===== src/rtl/ddr_bank_pkg.sv =====
`timescale 1ns/1ps
package ddr_bank_pkg;
    typedef enum logic [1:0] {
        CMD_ACT    = 2'b00,
        CMD_RD     = 2'b01,
        CMD_PRE    = 2'b10,
        CMD_PREALL = 2'b11
    } cmd_e;

    typedef enum logic [1:0] {
        ST_IDLE   = 2'd0,
        ST_OPEN   = 2'd1,
        ST_APWAIT = 2'd2,
        ST_PRECH  = 2'd3
    } fsm_e;

    localparam logic [1:0] BS_IDLE    = 2'b00;
    localparam logic [1:0] BS_ACTIVE  = 2'b01;
    localparam logic [1:0] BS_PRECHG  = 2'b10;

    localparam int NUM_TIMERS = 4;
    localparam int IX_RAS = 0;
    localparam int IX_RC  = 1;
    localparam int IX_RP  = 2;
    localparam int IX_AP  = 3;
endpackage


===== src/rtl/ddr_tdown.sv =====
`timescale 1ns/1ps
module ddr_tdown #(
    parameter int W = 6
) (
    input  logic         clk,
    input  logic         rst_n,
    input  logic         load,
    input  logic [W-1:0] ld_val,
    output logic         zero
);
    logic [W-1:0] cnt_q;

    always_ff @(posedge clk) begin
        if (!rst_n) begin
            cnt_q <= '0;
        end else if (load) begin
            cnt_q <= ld_val;
        end else if (cnt_q != '0) begin
            cnt_q <= cnt_q - 1'b1;
        end
    end

    assign zero = (cnt_q == '0);
endmodule


===== src/rtl/ddr_bank_rules.sv =====
`timescale 1ns/1ps
module ddr_bank_rules
    import ddr_bank_pkg::*;
(
    input  fsm_e state,
    input  cmd_e cmd,
    input  logic hit,
    input  logic ras_done,
    input  logic rc_done,
    output logic ok
);
    always_comb begin
        ok = 1'b0;
        if (!hit) begin
            ok = 1'b1;
        end else begin
            unique case (cmd)
                CMD_ACT: ok = (state == ST_IDLE) && rc_done;
                CMD_RD:  ok = (state == ST_OPEN);
                CMD_PRE, CMD_PREALL: begin
                    unique case (state)
                        ST_OPEN:   ok = ras_done;
                        ST_APWAIT: ok = 1'b0;
                        ST_IDLE,
                        ST_PRECH:  ok = 1'b1;
                        default:   ok = 1'b0;
                    endcase
                end
                default: ok = 1'b0;
            endcase
        end
    end
endmodule


===== src/rtl/ddr_bank_gate.sv =====
`timescale 1ns/1ps
module ddr_bank_gate
    import ddr_bank_pkg::*;
#(
    parameter int TW      = 6,
    parameter int BANK_W  = 2,
    parameter int BANK_ID = 0
) (
    input  logic              clk,
    input  logic              rst_n,
    input  logic              req_valid,
    input  logic [1:0]        req_cmd,
    input  logic [BANK_W-1:0] req_bank,
    input  logic              req_ap,
    input  logic              cfg_bl8,
    input  logic [TW-1:0]     cfg_tras,
    input  logic [TW-1:0]     cfg_trc,
    input  logic [TW-1:0]     cfg_trp,
    output logic              req_grant,
    output logic              ap_event,
    output logic [1:0]        bank_state
);
    localparam logic [BANK_W-1:0] MY_BANK = BANK_ID[BANK_W-1:0];
    localparam logic [TW-1:0]     ONE     = TW'(1);
    localparam logic [TW-1:0]     TWO     = TW'(2);
    localparam logic [TW-1:0]     AP_BL4  = TW'(1);
    localparam logic [TW-1:0]     AP_BL8  = TW'(3);

    fsm_e state_q, state_d;
    cmd_e cmd;
    logic hit, ok, fire;
    logic act_go, rdap_go, pre_go, ap_go, trp_short;

    logic [NUM_TIMERS-1:0]         t_load;
    logic [NUM_TIMERS-1:0]         t_zero;
    logic [NUM_TIMERS-1:0][TW-1:0] t_ld;

    assign cmd  = cmd_e'(req_cmd);
    assign hit  = (req_bank == MY_BANK) || (cmd == CMD_PREALL);
    assign fire = req_valid && ok && hit;

    assign act_go  = fire && (cmd == CMD_ACT);
    assign rdap_go = fire && (cmd == CMD_RD) && req_ap;
    assign pre_go  = fire && ((cmd == CMD_PRE) || (cmd == CMD_PREALL))
                     && (state_q == ST_OPEN);
    assign ap_go   = (state_q == ST_APWAIT) && t_zero[IX_AP] && t_zero[IX_RAS];
    assign trp_short = (cfg_trp <= ONE);

    // load values: one less than the interval, precharge two less (state exit)
    assign t_ld[IX_RAS] = (cfg_tras > ONE) ? cfg_tras - ONE : '0;
    assign t_ld[IX_RC]  = (cfg_trc  > ONE) ? cfg_trc  - ONE : '0;
    assign t_ld[IX_RP]  = (cfg_trp  > TWO) ? cfg_trp  - TWO : '0;
    assign t_ld[IX_AP]  = cfg_bl8 ? AP_BL8 : AP_BL4;

    assign t_load[IX_RAS] = act_go;
    assign t_load[IX_RC]  = act_go;
    assign t_load[IX_RP]  = pre_go || ap_go;
    assign t_load[IX_AP]  = rdap_go;

    for (genvar gi = 0; gi < NUM_TIMERS; gi++) begin : g_timer
        ddr_tdown #(.W(TW)) timer_i (
            .clk    (clk),
            .rst_n  (rst_n),
            .load   (t_load[gi]),
            .ld_val (t_ld[gi]),
            .zero   (t_zero[gi])
        );
    end

    ddr_bank_rules rules_i (
        .state    (state_q),
        .cmd      (cmd),
        .hit      (hit),
        .ras_done (t_zero[IX_RAS]),
        .rc_done  (t_zero[IX_RC]),
        .ok       (ok)
    );

    always_comb begin
        state_d = state_q;
        unique case (state_q)
            ST_IDLE:   if (act_go) state_d = ST_OPEN;
            ST_OPEN: begin
                if (rdap_go)     state_d = ST_APWAIT;
                else if (pre_go) state_d = trp_short ? ST_IDLE : ST_PRECH;
            end
            ST_APWAIT: if (ap_go) state_d = trp_short ? ST_IDLE : ST_PRECH;
            ST_PRECH:  if (t_zero[IX_RP]) state_d = ST_IDLE;
            default:   state_d = ST_IDLE;
        endcase
    end

    always_ff @(posedge clk) begin
        if (!rst_n) state_q <= ST_IDLE;
        else        state_q <= state_d;
    end

    always_comb begin
        req_grant = req_valid && ok;
        ap_event  = ap_go;
        unique case (state_q)
            ST_IDLE:             bank_state = BS_IDLE;
            ST_OPEN, ST_APWAIT:  bank_state = BS_ACTIVE;
            ST_PRECH:            bank_state = BS_PRECHG;
            default:             bank_state = BS_IDLE;
        endcase
    end
endmodule


===== config.mk =====
export PLATFORM = sky130hd
export DESIGN_NAME = ddr_bank_gate
export DESIGN_NICKNAME = d
export VERILOG_FILES = /design/src/rtl/ddr_bank_pkg.sv /design/src/rtl/ddr_tdown.sv /design/src/rtl/ddr_bank_rules.sv /design/src/rtl/ddr_bank_gate.sv
export SDC_FILE = /design/constraint.sdc
export NUM_CORES = 1
export LEC_CHECK = 0
export ABC_AREA = 0
export BUFFER_PORTS_ARGS = -buffer_cell sky130_fd_sc_hd__clkbuf_2
export CORE_AREA = 10 10 82 84
export DETAILED_ROUTE_END_ITERATION = 6
export DIE_AREA = 0 0 92 94
export PLACE_DENSITY = 0.67
export SYNTH_ARGS = -nofsm -noshare
export SYNTH_HDL_FRONTEND = slang
export SYNTH_SLANG_ARGS = --single-unit

===== constraint.sdc =====
create_clock -name clk -period 3.35 [get_ports clk]
set_clock_uncertainty 0.1 [all_clocks]
set_input_delay 0.1675 -clock clk [delete_from_list [all_inputs] [get_ports clk]]
set_output_delay 0.1675 -clock clk [all_outputs]
set_load 0.01 [all_outputs]

==> run_results.csv, run 1 <==
group,metric,value,unit
status,outcome,"completed",
cts,cts-root-buf,"clkbuf_8",
routing,drtAntennaViolNets,0,
power_and_ir_drop,total_power,1850,uW
critical_path,cp-endpoint,"g_timer[1].timer_i.cnt_q[2]",
critical_path,end_kind,"flop",
yosys,async_flop_share,0,%
critical_path,r2r_slack,0.63,ns
die,core-area,0.00507,mm2
global_routing,grt_use_total,10.6,%
run,max_cap_viol_count,0,
placed_design,dp_slack,0.655,ns
layout,num_antenna_cells,0,
yosys,synthesis.area,0.00200,mm2
critical_path,start_kind,"flop",
critical_path,max_stage_delay,0.82,ns
critical_path,r2r_cells,8,
yosys,syn_avg_cell_area,8.00,um2
cts,cts_tree,"built",
timing,finalWorstSetupSlack,0.631,ns
critical_path,cp_num_cells,8,
yosys,synth_cell_types,50,
routing,vias_per_cell,4.98,
global_routing,grt_pass1_vias,1765,
routing,wl,4.41,mm
critical_path,crit_required,3.43,ns
die,ioPinCount,31,
power_and_ir_drop,p_leak,0.000971,uW
critical_path,r2r_start,"state_q[1]",
routing,drtIter0Drc,109,
cts,post_cts_buffers,0,
die,die_y,94,um
global_routing,busiest_layer,"met2",
timing,finalCritPeriodShare,81.2,%
hold_path,hold_path.class,"input pin to flop",
global_routing,grt_use_met3,1.12,%
die,die_w,92,um
critical_path,crit_chain,"inv_1 -> ha_1 -> a211oi_2 -> o221ai_2 -> o2111ai_1 -> or2_1 -> o22ai_1 -> and2_1",
timing,rsz0062_at_grt,"no",
timing,relSlewSlack,34.5,%
cts,clk_pin_slew_worst_paths,0.09,ns
die,rows,26,
yosys,postSynthCellCount,250,
layout,nNetsFinal,323,
critical_path,worst-setup-path-type,"flop to flop",
power_and_ir_drop,peakVddDrop,0.304,mV
timing,fmax,0.368,GHz
placed_design,gp_congestion,0.847,
routing,wl_per_cell,12.7,um
global_routing,antenna_found_initial,0,
cts,hold_buffers,0,
critical_path,worstPathMaxFanout,14,
cts,cts_buffers,3,
cts,h-tree-depth,1,
yosys,ys_seq_area_share,26.0,%
critical_path,r2r_end,"g_timer[1].timer_i.cnt_q[2]",
yosys,synth_edf_count,0,
power_and_ir_drop,power.density,819,mW/mm2
placed_design,port_buffers,30,
yosys,yosys_warnings,0,
die,dieArea,0.00865,mm2
yosys,synthFlopType,"dfxtp_1",
layout,nFillCells,530,
critical_path,critPathTopFamily,"compound AO/OA/AOI/OAI gates",
timing,fin_tns_setup,0,ns
global_routing,grtUsageMet1,13.1,%
critical_path,crit_start,"state_q[1]",
global_routing,grt_pass1_wl,7.77,mm
yosys,synthesis.nets,294,
critical_path,worstPathArrival,2.80,ns
layout,fin_cells,348,
routing,drc_errors,0,
timing,worst_slew_pin_slew,0.982,ns
global_routing,grt_max_degree,22,
timing,slew_viol_final,0,
cts,clk_latency,0.27,ns
cts,cts_sinks,26,
timing,hold_viol,0,
critical_path,critPathBufInv,1,
routing,first_pass_iters,4,
timing,min_period,2.72,ns
yosys,synth-seq-cells,26,
cts,cts_resized,0,
placed_design,dpl.hpwl,3.59,mm
layout,layout_commonest_cell,"clkbuf_2",
layout,syn2layout_area_growth,13.1,%
routing,num_vias,1734,
die,initial_core_util,39.4,%
cts,cts_max_path_buffers,2,
critical_path,critPathSlowestCell,"o2111ai_1",
timing,setup_viol,0,
layout,final_util,44.6,%
layout,drive_gt1_share,15.1,%
global_routing,grt_overflow,0,
layout,mostFrequentLayoutCells,"clkbuf_2 (30), nor3_1 (29), dfxtp_1 (26), nor2_1 (22), inv_1 (19)",
global_routing,use_met2,18.3,%
placed_design,place_inst,344,
-- registers in the layout, summed over array words and instances (netlist names) --
signal                 cells
g_timer.timer_i.cnt_q     24
state_q                    2
-- through the flow --
step           hold WS, ns  area [um2]
2_1_floorplan        0.234        2000
3_3_place_gp         0.333        2210
3_5_place_dp         0.336        2210
4_1_cts             0.0420        2260
5_1_grt             0.0731        2260
6_report            0.0446        2260
-- worst min-delay path: stages --
cell and delay (ns):
clkbuf_2 0.08, mux2i_1 0.05, nor2b_1 0.09
-- kinds of logic after synthesis --
kind of cell             count (synthesis)  synth area share, %
adder cells (fa/ha/maj)                 17                 10.6
AND/OR/NAND/NOR                        110                 30.1
buffers and inverters                   25                 5.07
multiplexers                             4                 2.07
AO/OA/AOI/OAI                           44                 15.6
XOR/XNOR                                24                 10.5
flip-flops                              26                 26.0
-- power by group --
group	leakage (uW)	total (uW)	internal (uW)	switching, uW
Sequential	0.000215	552	443	109
Combinational	0.000728	1090	549	542
Clock	0.0000288	209	105	104
Total	0.000971	1850	1100	755
-- cells in the mapped netlist, drive strengths merged (2+ instances only) --
library cell / n / area share (%)
a211oi: 2 / 1.3
a21boi: 2 / 0.75
a21oi: 13 / 3.3
and2: 6 / 1.9
and3: 3 / 0.94
and3b: 3 / 1.3
clkbuf: 5 / 0.94
dfxtp: 26 / 26
ha: 17 / 11
inv: 19 / 3.6
mux2i: 3 / 1.5
nand2: 16 / 3.0
nand3: 4 / 1.0
nand4b: 2 / 0.88
nor2: 22 / 4.1
nor2b: 6 / 1.9
nor3: 29 / 7.3
nor3b: 4 / 2.3
o2111ai: 2 / 0.88
o21a: 5 / 1.9
o21ai: 6 / 1.5
o22ai: 4 / 1.3
or3: 7 / 2.4
xnor2: 18 / 7.9
xor2: 6 / 2.6
-- per-layer routing --
layer	vias up	share of wire, %
met2	28	48
met4	0	1.2
met3	4	1.4
met5	-	0
li1	934	-
met1	768	50
-- worst min path at each step --
stage,start,to,slack [ns],cells after the start
3_5_place_dp,cfg_bl8,g_timer[3].timer_i.cnt_q[1],0.34,3
3_3_place_gp,cfg_bl8,g_timer[3].timer_i.cnt_q[1],0.33,3
4_1_cts,cfg_bl8,g_timer[3].timer_i.cnt_q[1],0.04,3
2_1_floorplan,cfg_bl8,g_timer[3].timer_i.cnt_q[1],0.23,2
5_1_grt,cfg_bl8,g_timer[3].timer_i.cnt_q[1],0.07,3
6_report,cfg_bl8,g_timer[3].timer_i.cnt_q[1],0.04,3
-- final cells by class --
class / count / area [um2] / area share (%)
sequential: 26 / 520 / 23.0
tap: 70 / 87.6 / 3.87
multi-input combinational: 199 / 1380 / 60.9
timing repair buffer: 30 / 150 / 6.64
clock buffer: 4 / 55.1 / 2.43
inverter: 19 / 71.3 / 3.15
Note: power is estimated with default switching activity, not from simulation.
==> run 2: changes to the inputs <==
Settings changed: PLACE_DENSITY 0.67 to 0.69.
Clock period 3.35 ns to 2.2 ns, I/O delays scaled along.
==> run_results.csv, run 2 (synthesis gave the netlist of run 1 again) <==
group,metric,value,unit
placed_design,port_buffers,30,
global_routing,grt_pass1_wl,7.92,mm
critical_path,crit_required,2.32,ns
placed_design,gp_congestion,0.860,
routing,drtIter0Drc,62,
power_and_ir_drop,peakVddDrop,0.453,mV
layout,layout_commonest_cell,"clkbuf_2",
critical_path,start_kind,"flop",
die,rows,26,
global_routing,grt_pass1_vias,1814,
routing,wl,4.72,mm
die,dieArea,0.00865,mm2
routing,first_pass_iters,4,
layout,mostFrequentLayoutCells,"clkbuf_2 (29), nor3_1 (26), dfxtp_1 (24), buf_4 (24), nor2_1 (22)",
routing,drc_errors,0,
routing,num_vias,1887,
placed_design,dp_slack,-0.0844,ns
hold_path,hold_path.class,"input pin to flop",
timing,relSlewSlack,67.0,%
cts,cts_tree,"built",
die,ioPinCount,31,
layout,num_antenna_cells,0,
timing,rsz0062_at_grt,"yes",
layout,syn2layout_area_growth,29.2,%
layout,final_util,50.9,%
run,max_cap_viol_count,0,
cts,clk_pin_slew_worst_paths,0.09,ns
critical_path,critPathTopFamily,"simple AND/OR/NAND/NOR gates",
routing,drtAntennaViolNets,0,
critical_path,critPathSlowestCell,"dfxtp_4",
global_routing,grt_overflow,0,
die,core-area,0.00507,mm2
critical_path,max_stage_delay,0.39,ns
status,violations,"hold timing, setup timing",
timing,hold_viol,1,
critical_path,critPathBufInv,2,
timing,worst_slew_pin_slew,0.491,ns
cts,cts_sinks,26,
power_and_ir_drop,power.density,1240,mW/mm2
timing,slew_viol_final,0,
layout,nNetsFinal,348,
die,die_w,92,um
critical_path,end_kind,"flop",
timing,min_period,2.23,ns
layout,regMostFlops,"g_timer.timer_i.cnt_q",
cts,clk_latency,0.27,ns
critical_path,worst-setup-path-type,"flop to flop",
timing,finalCritPeriodShare,101,%
cts,h-tree-depth,1,
cts,cts_buffers,3,
power_and_ir_drop,p_leak,0.00112,uW
layout,drive_gt1_share,28.1,%
global_routing,antenna_found_initial,0,
cts,cts-root-buf,"clkbuf_8",
placed_design,dpl.hpwl,3.70,mm
timing,finalWorstSetupSlack,-0.0272,ns
die,die_y,94,um
die,initial_core_util,39.4,%
timing,setup_viol,4,
global_routing,grt_use_total,10.7,%
timing,whs,-0.00122,ns
critical_path,crit_chain,"inv_4 -> ha_4 -> nor3b_4 -> and4b_1 -> a311o_2 -> and4_1 -> buf_4 -> nor3_1 -> o21a_1",
layout,largest_reg_flops,24,
routing,vias_per_cell,5.06,
critical_path,worstPathArrival,2.35,ns
global_routing,grt_max_degree,22,
timing,fmax,0.449,GHz
layout,nFillCells,487,
layout,largestRegisters,"g_timer.timer_i.cnt_q: 24 flops, state_q: 2 flops",
status,outcome,"finished with violations",
cts,cts_max_path_buffers,2,
routing,wl_per_cell,12.7,um
critical_path,worstPathMaxFanout,4,
## run 2: tightest hold or removal path: stages
cell	delay, ns
clkbuf_2	0.07
mux2i_1	0.05
nor2b_1	0.10
## run 2: worst paths after layout
kind,depth (start not counted),startpoint,endpoint,slack (ns)
min,3,cfg_bl8,g_timer[3].timer_i.cnt_q[1],-0.001
max,9,state_q[0],g_timer[0].timer_i.cnt_q[2],-0.03
max reg2reg,9,state_q[0],g_timer[0].timer_i.cnt_q[2],-0.03
min reg2reg,2,g_timer[3].timer_i.cnt_q[4],g_timer[3].timer_i.cnt_q[4],0.40
## run 2: what timing repair did
item,CTS,global route
setup buffers,2,2
hold buffers,0,0
cloned,0,0
endpoints found under the setup margin,14,13
pin swaps,7,5
resized for setup,6,12
## run 2: final cells by class
cell class | count | area (um2) | area share (%)
Clock buffer | 4 | 66.3 | 2.57
Inverter | 19 | 73.8 | 2.86
Multi-Input combinational cell | 199 | 1480 | 57.4
Sequential cell | 26 | 526 | 20.3
Tap cell | 70 | 87.6 | 3.39
Timing Repair Buffer | 55 | 348 | 13.5
## run 2: report_power, final
group          internal (uW)  total (uW)  switching [uW]
sequential               677         829             152
combinational           1060        2020             960
clock                    198         352             154
total                   1940        3200            1270
## run 2: through the flow
step | instance area, um2 | TNS, ns | total power, uW | hold slack, ns | cells
finish | 2580 | -0.0997 | 3200 | -0.00122 | 373
floorplan | 2030 | 0 | 2240 | 0.176 | 250
global route | 2580 | -0.582 | 3500 | 0.0229 | 373
global placement | 2390 | -0.00648 | 2660 | 0.270 | 365
detailed placement | 2390 | -0.240 | 2690 | 0.283 | 365
CTS | 2510 | -0.0103 | 3100 | 0.00519 | 371
## run 2: metal layers
layer | wire length (um) | GRT usage [%] | up-vias | part of all wire, %
li1 | - | - | 984 | -
met1 | 2380 | 14.0 | 868 | 50
met2 | 2150 | 17.3 | 31 | 46
met3 | 135 | 1.76 | 4 | 2.9
met4 | 57 | 3.60 | 0 | 1.2
met5 | 0 | 0 | - | 0
==> run 3: changes to the inputs <==
Settings changed: CELL_PAD_IN_SITES_DETAIL_PLACEMENT set to 1, CELL_PAD_IN_SITES_GLOBAL_PLACEMENT set to 1, CORE_AREA 10 10 82 84 to 10 10 84 86, DIE_AREA 0 0 92 94 to 0 0 94 96, PLACE_DENSITY 0.69 to 0.82.
==> run_results.csv, run 3 (synthesis gave the netlist of run 1 again) <==
group,metric,value,unit
placed_design,port_buffers,30,
cts,h-tree-depth,1,
cts,cts_buffers,3,
run,max_cap_viol_count,0,
timing,fmax,0.437,GHz
layout,largestRegisters,"g_timer.timer_i.cnt_q: 24 flops, state_q: 2 flops",
timing,setup_viol,8,
layout,nFillCells,685,
die,initial_core_util,37.0,%
hold_path,whs_path_depth,4,
layout,syn2layout_area_growth,29.2,%
power_and_ir_drop,p_leak,0.00110,uW
cts,cts-root-buf,"clkbuf_8",
hold_path,hold_path.class,"input pin to flop",
layout,design_area,0.00258,mm2
status,outcome,"finished with violations",
routing,drc_errors,0,
routing,vias_per_cell,5.15,
layout,num_antenna_cells,0,
routing,wl,5.57,mm
die,dieArea,0.00902,mm2
timing,hold_viol,0,
global_routing,grt_use_total,11.8,%
timing,worst_slew_pin_slew,1.00,ns
die,core-area,0.00541,mm2
routing,drtIter0Drc,74,
routing,num_vias,1917,
timing,finalCritPeriodShare,104,%
critical_path,r2r_cells,9,
critical_path,worstPathArrival,2.37,ns
cts,cts_max_path_buffers,2,
routing,first_pass_iters,4,
global_routing,antenna_found_initial,0,
die,ioPinCount,31,
timing,whs,0.120,ns
layout,layout_commonest_cell,"clkbuf_2",
timing,finalWorstSetupSlack,-0.0861,ns
global_routing,grt_pass1_wl,8.85,mm
die,die_w,94,um
critical_path,worst-setup-path-type,"flop to flop",
cts,clk_latency,0.28,ns
global_routing,grt_pass1_vias,2043,
layout,largest_reg_flops,24,
cts,clk_pin_slew_worst_paths,0.09,ns
cts,cts_tree,"built",
placed_design,dpl.hpwl,4.28,mm
timing,min_period,2.29,ns
die,die_y,96,um
cts,cts_sinks,26,
timing,slew_viol_final,0,
global_routing,grt_max_degree,22,
layout,nNetsFinal,345,
critical_path,start_kind,"flop",
routing,drtAntennaViolNets,0,
global_routing,grt_overflow,0,
layout,mostFrequentLayoutCells,"clkbuf_2 (30), dfxtp_1 (24), nor2_1 (22), nor3_1 (22), xnor2_1 (18)",
status,violations,"setup timing",
placed_design,gp_congestion,0.820,
critical_path,r2r_slack,-0.09,ns
layout,regMostFlops,"g_timer.timer_i.cnt_q",
die,rows,27,
critical_path,worstPathMaxFanout,5,
timing,relSlewSlack,32.6,%
timing,rsz0062_at_grt,"yes",
critical_path,crit_required,2.28,ns
routing,wl_per_cell,15.0,um
layout,drive_gt1_share,28.0,%
power_and_ir_drop,power.density,1220,mW/mm2
critical_path,end_kind,"flop",
power_and_ir_drop,peakVddDrop,0.393,mV
placed_design,dpl_cell_area,0.00237,mm2
## run 3: changes by cell type in the layout (fill, tap and decap cells not counted), sizes merged
cell | previous run | this run
buf | 26 | 21
clkbuf | 33 | 34
dlygate4sd3 | 0 | 1
## run 3: where the power goes
| group | internal [uW] | leakage [uW] | switching [uW] |
|---|---|---|---|
| Combinational | 1000 | 0.000859 | 990 |
| Sequential | 677 | 0.000216 | 165 |
| Clock | 161 | 0.0000288 | 159 |
## run 3: critical path: stages, from the launching register on
cell      delay [ns]
dfxtp_2         0.36
inv_4           0.05
ha_4            0.18
a211oi_4        0.20
o221ai_2        0.15
a311o_2         0.44
a41o_4          0.25
buf_4           0.14
nor3b_2         0.15
o21a_1          0.18
## run 3: final cells by class
cell class                 count  area, um2  share of cell area [%]
tap                           72       90.1                    3.49
clock buffer                   4       55.1                    2.13
sequential                    26        526                    20.3
timing repair buffer          52        327                    12.6
multi-input combinational    199       1510                    58.4
inverter                      19       76.3                    2.96
## run 3: worst paths after layout
check | end | startpoint
min reg2reg | g_timer[3].timer_i.cnt_q[4] | g_timer[3].timer_i.cnt_q[4]
min | g_timer[1].timer_i.cnt_q[0] | cfg_trc[0]
max reg2reg | g_timer[2].timer_i.cnt_q[2] | state_q[1]
max | g_timer[2].timer_i.cnt_q[2] | state_q[1]
## run 3: per-stage QoR
stage	total power [uW]	utilization [%]	TNS, ns	cells	setup slack (ns)
2_1_floorplan	2240	-	0	250	0.0114
3_3_place_gp	2630	43.8	-0.00603	363	-0.00603
3_5_place_dp	2700	43.8	-0.210	363	-0.0854
4_1_cts	3060	45.1	-0.0751	368	-0.0646
5_1_grt	3470	47.8	-1.22	372	-0.148
6_report	3160	47.8	-0.388	372	-0.0861
## run 3: per-layer routing
| layer | vias up | global-route usage (%) | part of all wire (%) |
|---|---|---|---|
| li1 | 982 | - | - |
| met1 | 900 | 12.7 | 42 |
| met2 | 30 | 22.8 | 53 |
| met3 | 5 | 1.87 | 3.2 |
| met4 | 0 | 3.92 | 1.5 |
| met5 | - | 0 | 0 |
## run 3: repair_timing
action                     CTS  global route
setup endpoints to repair   10            19
hold buffers                 1             0
gates cloned                 0             1
gates resized for setup      2            22
pin swaps                    4             6
hold endpoints to repair     1             0
buffers inserted             0             3
